File: config.mk
export PLATFORM = sky130hd
export DESIGN_NAME = tick_irq_ctrl
export DESIGN_NICKNAME = d
export VERILOG_FILES = /design/src/rtl/tick_irq_pkg.sv /design/src/rtl/tick_irq_host.sv /design/src/rtl/tick_irq_flags.sv /design/src/rtl/tick_irq_gate.sv /design/src/rtl/tick_irq_ctrl.sv
export SDC_FILE = /design/constraint.sdc
export NUM_CORES = 1
export LEC_CHECK = 0
export CORE_MARGIN = 5
export CORE_UTILIZATION = 35
export CTS_BUF_LIST = sky130_fd_sc_hd__clkbuf_16
export CTS_CLUSTER_SIZE = 30
export DETAILED_ROUTE_END_ITERATION = 6
export PLACE_DENSITY_LB_ADDON = 0.1
export RECOVER_POWER = 100
export SLEW_MARGIN = 30
export SYNTH_ARGS = -nofsm -noshare
export SYNTH_HDL_FRONTEND = slang
export SYNTH_SLANG_ARGS = --single-unit
export TNS_END_PERCENT = 50
File: constraint.sdc
create_clock -name clk -period 1.5 [get_ports clk]
set_input_delay 0.225 -clock clk [delete_from_list [all_inputs] [get_ports clk]]
set_output_delay 0.225 -clock clk [all_outputs]
set_load 0.005 [all_outputs]
File: src/rtl/tick_irq_pkg.sv
package tick_irq_pkg;

    localparam int TI_ADDR_W       = 5;
    localparam int TI_NUM_PERIODIC = 6;
    localparam logic [TI_ADDR_W-1:0] TI_REG_ADDR = 5'h10;

    // Bit positions within the status word; the host decodes these.
    typedef enum int {
        SRC_ALARM = 0,
        SRC_HUND  = 1,
        SRC_TENTH = 2,
        SRC_SEC   = 3,
        SRC_MIN   = 4,
        SRC_HOUR  = 5,
        SRC_DAY   = 6
    } src_pos_e;

    function automatic logic reg_select(
        input logic [TI_ADDR_W-1:0] addr,
        input logic [TI_ADDR_W-1:0] base
    );
        return addr == base;
    endfunction

endpackage

File: src/rtl/tick_irq_host.sv
module tick_irq_host
    import tick_irq_pkg::*;
#(
    parameter int ADDR_W   = TI_ADDR_W,
    parameter int DATA_W   = 8,
    parameter logic [ADDR_W-1:0] REG_ADDR = TI_REG_ADDR
) (
    input  logic              clk,
    input  logic              rst,
    input  logic [ADDR_W-1:0] addr,
    input  logic              rd_n,
    input  logic              wr,
    input  logic [DATA_W-1:0] status_word,
    output logic [DATA_W-1:0] rdata,
    output logic              mask_load,
    output logic              clr
);
    logic sel;
    logic reading;
    logic rd_hit_q;

    assign sel       = reg_select(addr, REG_ADDR);
    assign reading   = !rd_n && sel;
    assign mask_load = wr && sel;

    // rd_hit_q remembers a low strobe at the status address; the first
    // high strobe after it is the clearing edge.
    always_ff @(posedge clk) begin
        if (rst) rd_hit_q <= 1'b0;
        else     rd_hit_q <= reading;
    end

    assign clr   = rd_hit_q && rd_n;
    assign rdata = reading ? status_word : '0;

    assert_status_steady_R5: assert property (@(posedge clk) disable iff (rst)
        (reading && $past(reading) && !$past(clr)) |-> (status_word & $past(status_word)) == $past(status_word));

endmodule

File: src/rtl/tick_irq_flags.sv
module tick_irq_flags #(
    parameter int FLAG_W = 7
) (
    input  logic              clk,
    input  logic              rst,
    input  logic              clr,
    input  logic [FLAG_W-1:0] events,
    output logic [FLAG_W-1:0] flags_d,
    output logic [FLAG_W-1:0] flags_q
);
    for (genvar i = 0; i < FLAG_W; i++) begin : g_flag
        // An event in the clearing cycle wins over the clear.
        assign flags_d[i] = events[i] | (flags_q[i] & !clr);

        always_ff @(posedge clk) begin
            if (rst) flags_q[i] <= 1'b0;
            else     flags_q[i] <= flags_d[i];
        end

        assert_event_sets_flag_R2: assert property (@(posedge clk) disable iff (rst)
            events[i] |=> flags_q[i]);
    end

    assert_clear_keeps_new_R6: assert property (@(posedge clk) disable iff (rst)
        clr |=> flags_q == $past(events));

endmodule

File: src/rtl/tick_irq_gate.sv
module tick_irq_gate #(
    parameter int FLAG_W = 7
) (
    input  logic              clk,
    input  logic              rst,
    input  logic              clr,
    input  logic              en,
    input  logic              mask_load,
    input  logic [FLAG_W-1:0] mask_in,
    input  logic [FLAG_W-1:0] flags_d,
    output logic [FLAG_W-1:0] mask_q,
    output logic              global_q
);
    logic hit;

    assign hit = en && (|(flags_d & mask_q));

    always_ff @(posedge clk) begin
        if (rst) begin
            mask_q   <= '0;
            global_q <= 1'b0;
        end else begin
            if (mask_load) mask_q <= mask_in;
            global_q <= hit | (global_q & !clr);
        end
    end

    assert_irq_needs_enable_R3: assert property (@(posedge clk) disable iff (rst)
        $rose(global_q) |-> $past(en));

    assert_mask_hold_R7: assert property (@(posedge clk) disable iff (rst)
        !mask_load |=> $stable(mask_q));

    assert_clear_drops_R5: assert property (@(posedge clk) disable iff (rst)
        (clr && !en) |=> !global_q);

endmodule

File: src/rtl/tick_irq_ctrl.sv
module tick_irq_ctrl
    import tick_irq_pkg::*;
#(
    parameter int ADDR_W       = TI_ADDR_W,
    parameter int NUM_PERIODIC = TI_NUM_PERIODIC,
    parameter logic [ADDR_W-1:0] REG_ADDR = TI_REG_ADDR,
    localparam int FLAG_W      = NUM_PERIODIC + 1,
    localparam int DATA_W      = NUM_PERIODIC + 2
) (
    input  logic                    clk,
    input  logic                    rst,
    input  logic [ADDR_W-1:0]       bus_addr,
    input  logic                    bus_rd_n,
    input  logic                    bus_wr,
    input  logic [DATA_W-1:0]       bus_wdata,
    output logic [DATA_W-1:0]       bus_rdata,
    input  logic                    irq_en,
    input  logic [NUM_PERIODIC-1:0] cnt_tick,
    input  logic                    alarm_match,
    output logic                    irq_req
);
    logic [FLAG_W-1:0] events;
    logic [FLAG_W-1:0] flags_d;
    logic [FLAG_W-1:0] flags_q;
    logic [FLAG_W-1:0] mask_q;
    logic [DATA_W-1:0] status_word;
    logic              global_q;
    logic              mask_load;
    logic              clr;
    logic              unused_wdata_top;

    assign events[SRC_ALARM]         = alarm_match;
    assign events[FLAG_W-1:SRC_HUND] = cnt_tick;
    assign status_word               = {global_q, flags_q};
    assign irq_req                   = global_q;
    assign unused_wdata_top          = bus_wdata[DATA_W-1];

    tick_irq_host #(
        .ADDR_W   (ADDR_W),
        .DATA_W   (DATA_W),
        .REG_ADDR (REG_ADDR)
    ) u_host (
        .clk         (clk),
        .rst         (rst),
        .addr        (bus_addr),
        .rd_n        (bus_rd_n),
        .wr          (bus_wr),
        .status_word (status_word),
        .rdata       (bus_rdata),
        .mask_load   (mask_load),
        .clr         (clr)
    );

    tick_irq_flags #(.FLAG_W(FLAG_W)) u_flags (
        .clk     (clk),
        .rst     (rst),
        .clr     (clr),
        .events  (events),
        .flags_d (flags_d),
        .flags_q (flags_q)
    );

    tick_irq_gate #(.FLAG_W(FLAG_W)) u_gate (
        .clk       (clk),
        .rst       (rst),
        .clr       (clr),
        .en        (irq_en),
        .mask_load (mask_load),
        .mask_in   (bus_wdata[FLAG_W-1:0]),
        .flags_d   (flags_d),
        .mask_q    (mask_q),
        .global_q  (global_q)
    );

    assert_global_bit_R3: assert property (@(posedge clk) disable iff (rst)
        (!bus_rd_n && bus_addr == REG_ADDR) |-> bus_rdata[DATA_W-1] == irq_req);

    assert_read_flags_R4: assert property (@(posedge clk) disable iff (rst)
        (!bus_rd_n && bus_addr == REG_ADDR) |-> bus_rdata[FLAG_W-1:0] == flags_q);

    assert_irq_has_source_R3: assert property (@(posedge clk) disable iff (rst)
        $rose(irq_req) |-> (|(flags_q & mask_q)));

endmodule

# Word-level counts from Yosys, hierarchy flattened
# Cells that the tools add are included.
word_totals:
  reg_bits: 16
  inputBits: 25
  out_inout_bits: 9
op_classes:
  n_eq_ne: 1
  mux: 1
  bitwise: 17
  reduce_logical: 7
ops:
  columns: ["operator", "n"]
  rows:
  - ["$and A1 B1 Y1", 8]
  - ["$mux W8", 1]
  - ["$or A1 B1 Y1", 8]
  - ["$and A7 B7 Y7", 1]
  - ["$reduce_or A7 Y1", 1]
  - ["$eq A5 B5 Y1 const B", 1]
  - ["$logic_and A1 B1 Y1", 4]
  - ["$logic_not A1 Y1", 2]

# Longest topological paths before layout
logic_depth:
  depth_word: 8
  ltp_mapped: 4
  ltp_nobuf: 3

# Hierarchy
# From an unflattened synthesis, not the netlist that was laid out.
unflattened:
  cells_unflattened: 81
  area_unflattened_um2: 775.7
modules_own_cells:
  columns: ["mod", "n_inst", "cells_each", "area_per_inst_um2", "seq_area_each_um2"]
  rows:
  - ["tick_irq_gate", 1, 31, 322.8, 160.2]
  - ["tick_irq_flags", 1, 35, 279.0, 140.1]
  - ["tick_irq_host", 1, 15, 173.9, 20.0]

# Least setup slack after synthesis
# Ideal clock, no wire load.
synth_path:
  path_type: "input -> output"
  start: "input port bus_addr[1]"
  end: "output port bus_rdata[0]"
  arrival_time_ps: 1232
  required_ps: 1275
  path_slack_ps: 43
  cell_stages: 4
  path_buffers: 1
  cell_sequence: "or4_1 -> buf_2 -> nor3_4 -> and2_1"
synth_between:
  elab_chain_len: 3
synth_rtl:
  columns: ["element", "line", "text"]
  rows:
  - ["from (decl)", "tick_irq_ctrl.sv:12", "input logic [ADDR_W-1:0] bus_addr,"]
  - ["$eq A5 B5 Y1", "tick_irq_pkg.sv:22", "return addr == base;"]
  - ["$logic_and A1 B1 Y1", "tick_irq_host.sv:23", "assign reading = !rd_n && sel;"]
  - ["$mux W8", "tick_irq_host.sv:34", "assign rdata = reading ? status_word : '0;"]
  - ["to (decl)", "tick_irq_ctrl.sv:16", "output logic [DATA_W-1:0] bus_rdata,"]
# No other way between the ends.

# Worst setup path after layout
layout_path:
  start: "input port bus_addr[3]"
  end: "output port bus_rdata[7]"
# The elaborated chain is that of the path after synthesis.

==> results.cfg <==
[cts]
numCtsBuffers = 3
clock_latency_ps = 240
clk_path_buf_depth = 2
cts.clk_slew.worst_paths_ps = 50
clock_sinks = 16
cts_root_buf = clkbuf_16
cts_tree = built
htree_num_levels = 1

[synth]
ys.flop_type = dfxtp_1
synthAdderAreaFrac = 0
synth_area_per_cell_sq_um = 8.59
synth_compound_area_frac = 0.274
ys_seq_elements = 16
yosys.area_share.simple = 0.244
synth_cell_types = 22
synth_xor_area_frac = 0
synth_seq_area_share = 0.444
synth_top_family_by_area = compound AO/OA/AOI/OAI gates
synth.mux.area_fraction = 0
ys_async_sr_fraction = 0
netlist_area_sq_um = 722
synth.net_count = 109
post_synth_inst_count = 84
yosys_warnings = 0
synth-edff-count = 0

[global_route]
grt_pass1_wl_mm = 3.61
grt_overflow = 0
grt_max_degree = 9
grt_usage = 0.142
grt_antenna_before_repair = 0
grt_pass1_vias = 784

[sta]
hold_viol_final = 0
setup_viol = 8
fin_hold_ws_ps = 419
relSlewSlack = 0.793
worstMarginPinSlew_ps = 311
rsz0062_at_grt = yes
tns_ps = -1030
finClkSkew_ps = 1.41
fin_crit_ps = 1640
final.period_utilization = 1.09
fmax_ghz = 0.611
setup_slack_ps = -138
drv_slew = 0

[cells_and_area]
areaGrowthSynthToFinish_pct = 67.1
layout.nets = 151
drive_gt1_frac = 0.250
n_antenna_cell = 0
fin_area_sq_um = 1210

[detailed_routing]
vias = 799
wirelength_mm = 2.11
dr.first_iter.drc_count = 13
drt_first_pass_iters = 5
ant_nets = 0
drc = 0
wl_per_cell_um = 14.0
via_per_inst = 5.29

[setup_path]
cpMostUsedCell = buf_6
crit_arrival_ps = 1410
crit_chain = buf_6 > or4_4 > nor3_4 > buf_6 > and2_4 > buf_6
slowest_stage = or4_4
reg2reg_from = u_flags.flags_q[6]$_SDFF_PP0_
crit_type = in2out
crit_start = bus_addr[3]
end_kind = output pin
crit_required_ps = 1270
cp-start-kind = input port
critPathMaxFanout = 5
slowest_delay_ps = 540

[pwr]
finalPower_mw = 1.08
power.density_nw_per_um2 = 895
p_leak_nw = 0.463
irDropWorstVdd_mv = 0.477

[placement]
port-buffer-count = 32
gp_congestion = 0.782
dp.final_hpwl_mm = 1.58
placed_cell_area_sq_um = 1120
pre_cts_slack_ps = -933

[floorplan]
die_h_um = 55.4
num_rows = 16
fp.dieW_um = 55.4
io_pins = 34
fp.coreArea_sq_um = 1960
initial_core_util = 0.368
die_area_sq_um = 3070

[status]
violations = setup timing
status = finished, violations left

[flow_run]
cap_violations = 0

[worst_hold_path]
hold_class = in2reg
worstHoldStart = bus_addr[2]
critical path, delay by kind of cell:
family	cells	cell delay, ps
buf+inv	3	320
simple gates	3	860
worst paths after layout:
check                                  end  slack (ps)  cells after the start
max                           bus_rdata[7]        -140                      6
min          u_gate.mask_q[1]$_SDFFE_PP0P_         420                      5
max reg2reg     u_gate.global_q$_SDFF_PP0_         410                      3
min reg2reg  u_gate.mask_q[5]$_SDFFE_PP0P_         490                      2
per-layer routing:
layer | track usage | vias up | routed length (um)
met2 | 0.238 | 30 | 1040
met1 | 0.164 | 366 | 930
met4 | 0.0729 | 0 | 28
li1 | - | 401 | -
met5 | 0 | - | 0
met3 | 0.0373 | 2 | 111
what timing repair did:
item / CTS / global route
buffers inserted: 2 / 0
resized for setup: 51 / 9
gates cloned: 0 / 0
hold buffers: 0 / 0
pin swaps: 10 / 2
endpoints found under the setup margin: 15 / 8
per-stage QoR:
step / util / std cells
after floorplan: - / 84
after CTS: 0.598 / 151
after global routing: 0.615 / 151
after global placement: 0.569 / 146
final: 0.615 / 151
after detailed placement: 0.569 / 146
power breakdown:
| part | switching [mW] | total (mW) | leakage [nW] | internal, mW |
|---|---|---|---|---|
| logic | 0.0489 | 0.127 | 0.294 | 0.0777 |
| clock network | 0.150 | 0.499 | 0.0370 | 0.349 |
| registers | 0.0128 | 0.455 | 0.131 | 0.442 |
cells in the final DEF, fill, tap and decap left out, drive strengths merged:
| cell type | n |
|---|---|
| a31o | 1 |
| and3 | 1 |
| a21boi | 1 |
| nor4 | 2 |
| or4 | 1 |
| a222oi | 1 |
| inv | 2 |
| a22oi | 4 |
| o31ai | 7 |
| nor3 | 1 |
| clkdlybuf4s15 | 1 |
| nand2 | 1 |
| clkdlybuf4s50 | 19 |
| dfxtp | 16 |
| o21ai | 1 |
| buf | 20 |
| a21oi | 15 |
| nand4 | 7 |
| clkbuf | 4 |
| nor2 | 8 |
| dlygate4sd3 | 1 |
| a311oi | 1 |
| and2 | 9 |
registers in the layout, summed over array words and instances (netlist names):
register / flops
u_flags.flags_q: 7
u_gate.mask_q: 7
u_gate.global_q: 1
u_host.rd_hit_q: 1
synth_stat cells (all sizes together) (2+ instances only):
| library cell | count | area [sq um] |
|---|---|---|
| a22oi | 4 | 30.0 |
| dfxtp | 16 | 320 |
| and2 | 9 | 56.3 |
| clkbuf | 3 | 11.3 |
| nor4 | 2 | 12.5 |
| buf | 2 | 8.75 |
| nand4 | 7 | 43.8 |
| nor2 | 8 | 30.0 |
| a21oi | 15 | 75.1 |
| o31ai | 7 | 52.6 |
kinds of logic after synthesis:
kind of cell | after synthesis
compound gates | 31
flops | 16
simple gates | 30
buf+inv | 7
final cells by class:
cell class              instances  area, sq um
repair buffers                 42          382
flip-flops and latches         16          320
well taps                      27         33.8
fillers                       185          756
multi-input cells              61          388
clock buffers                   3         75.1
inverters                       2         7.51
No activity file was read; power rests on OpenSTA's default activity.
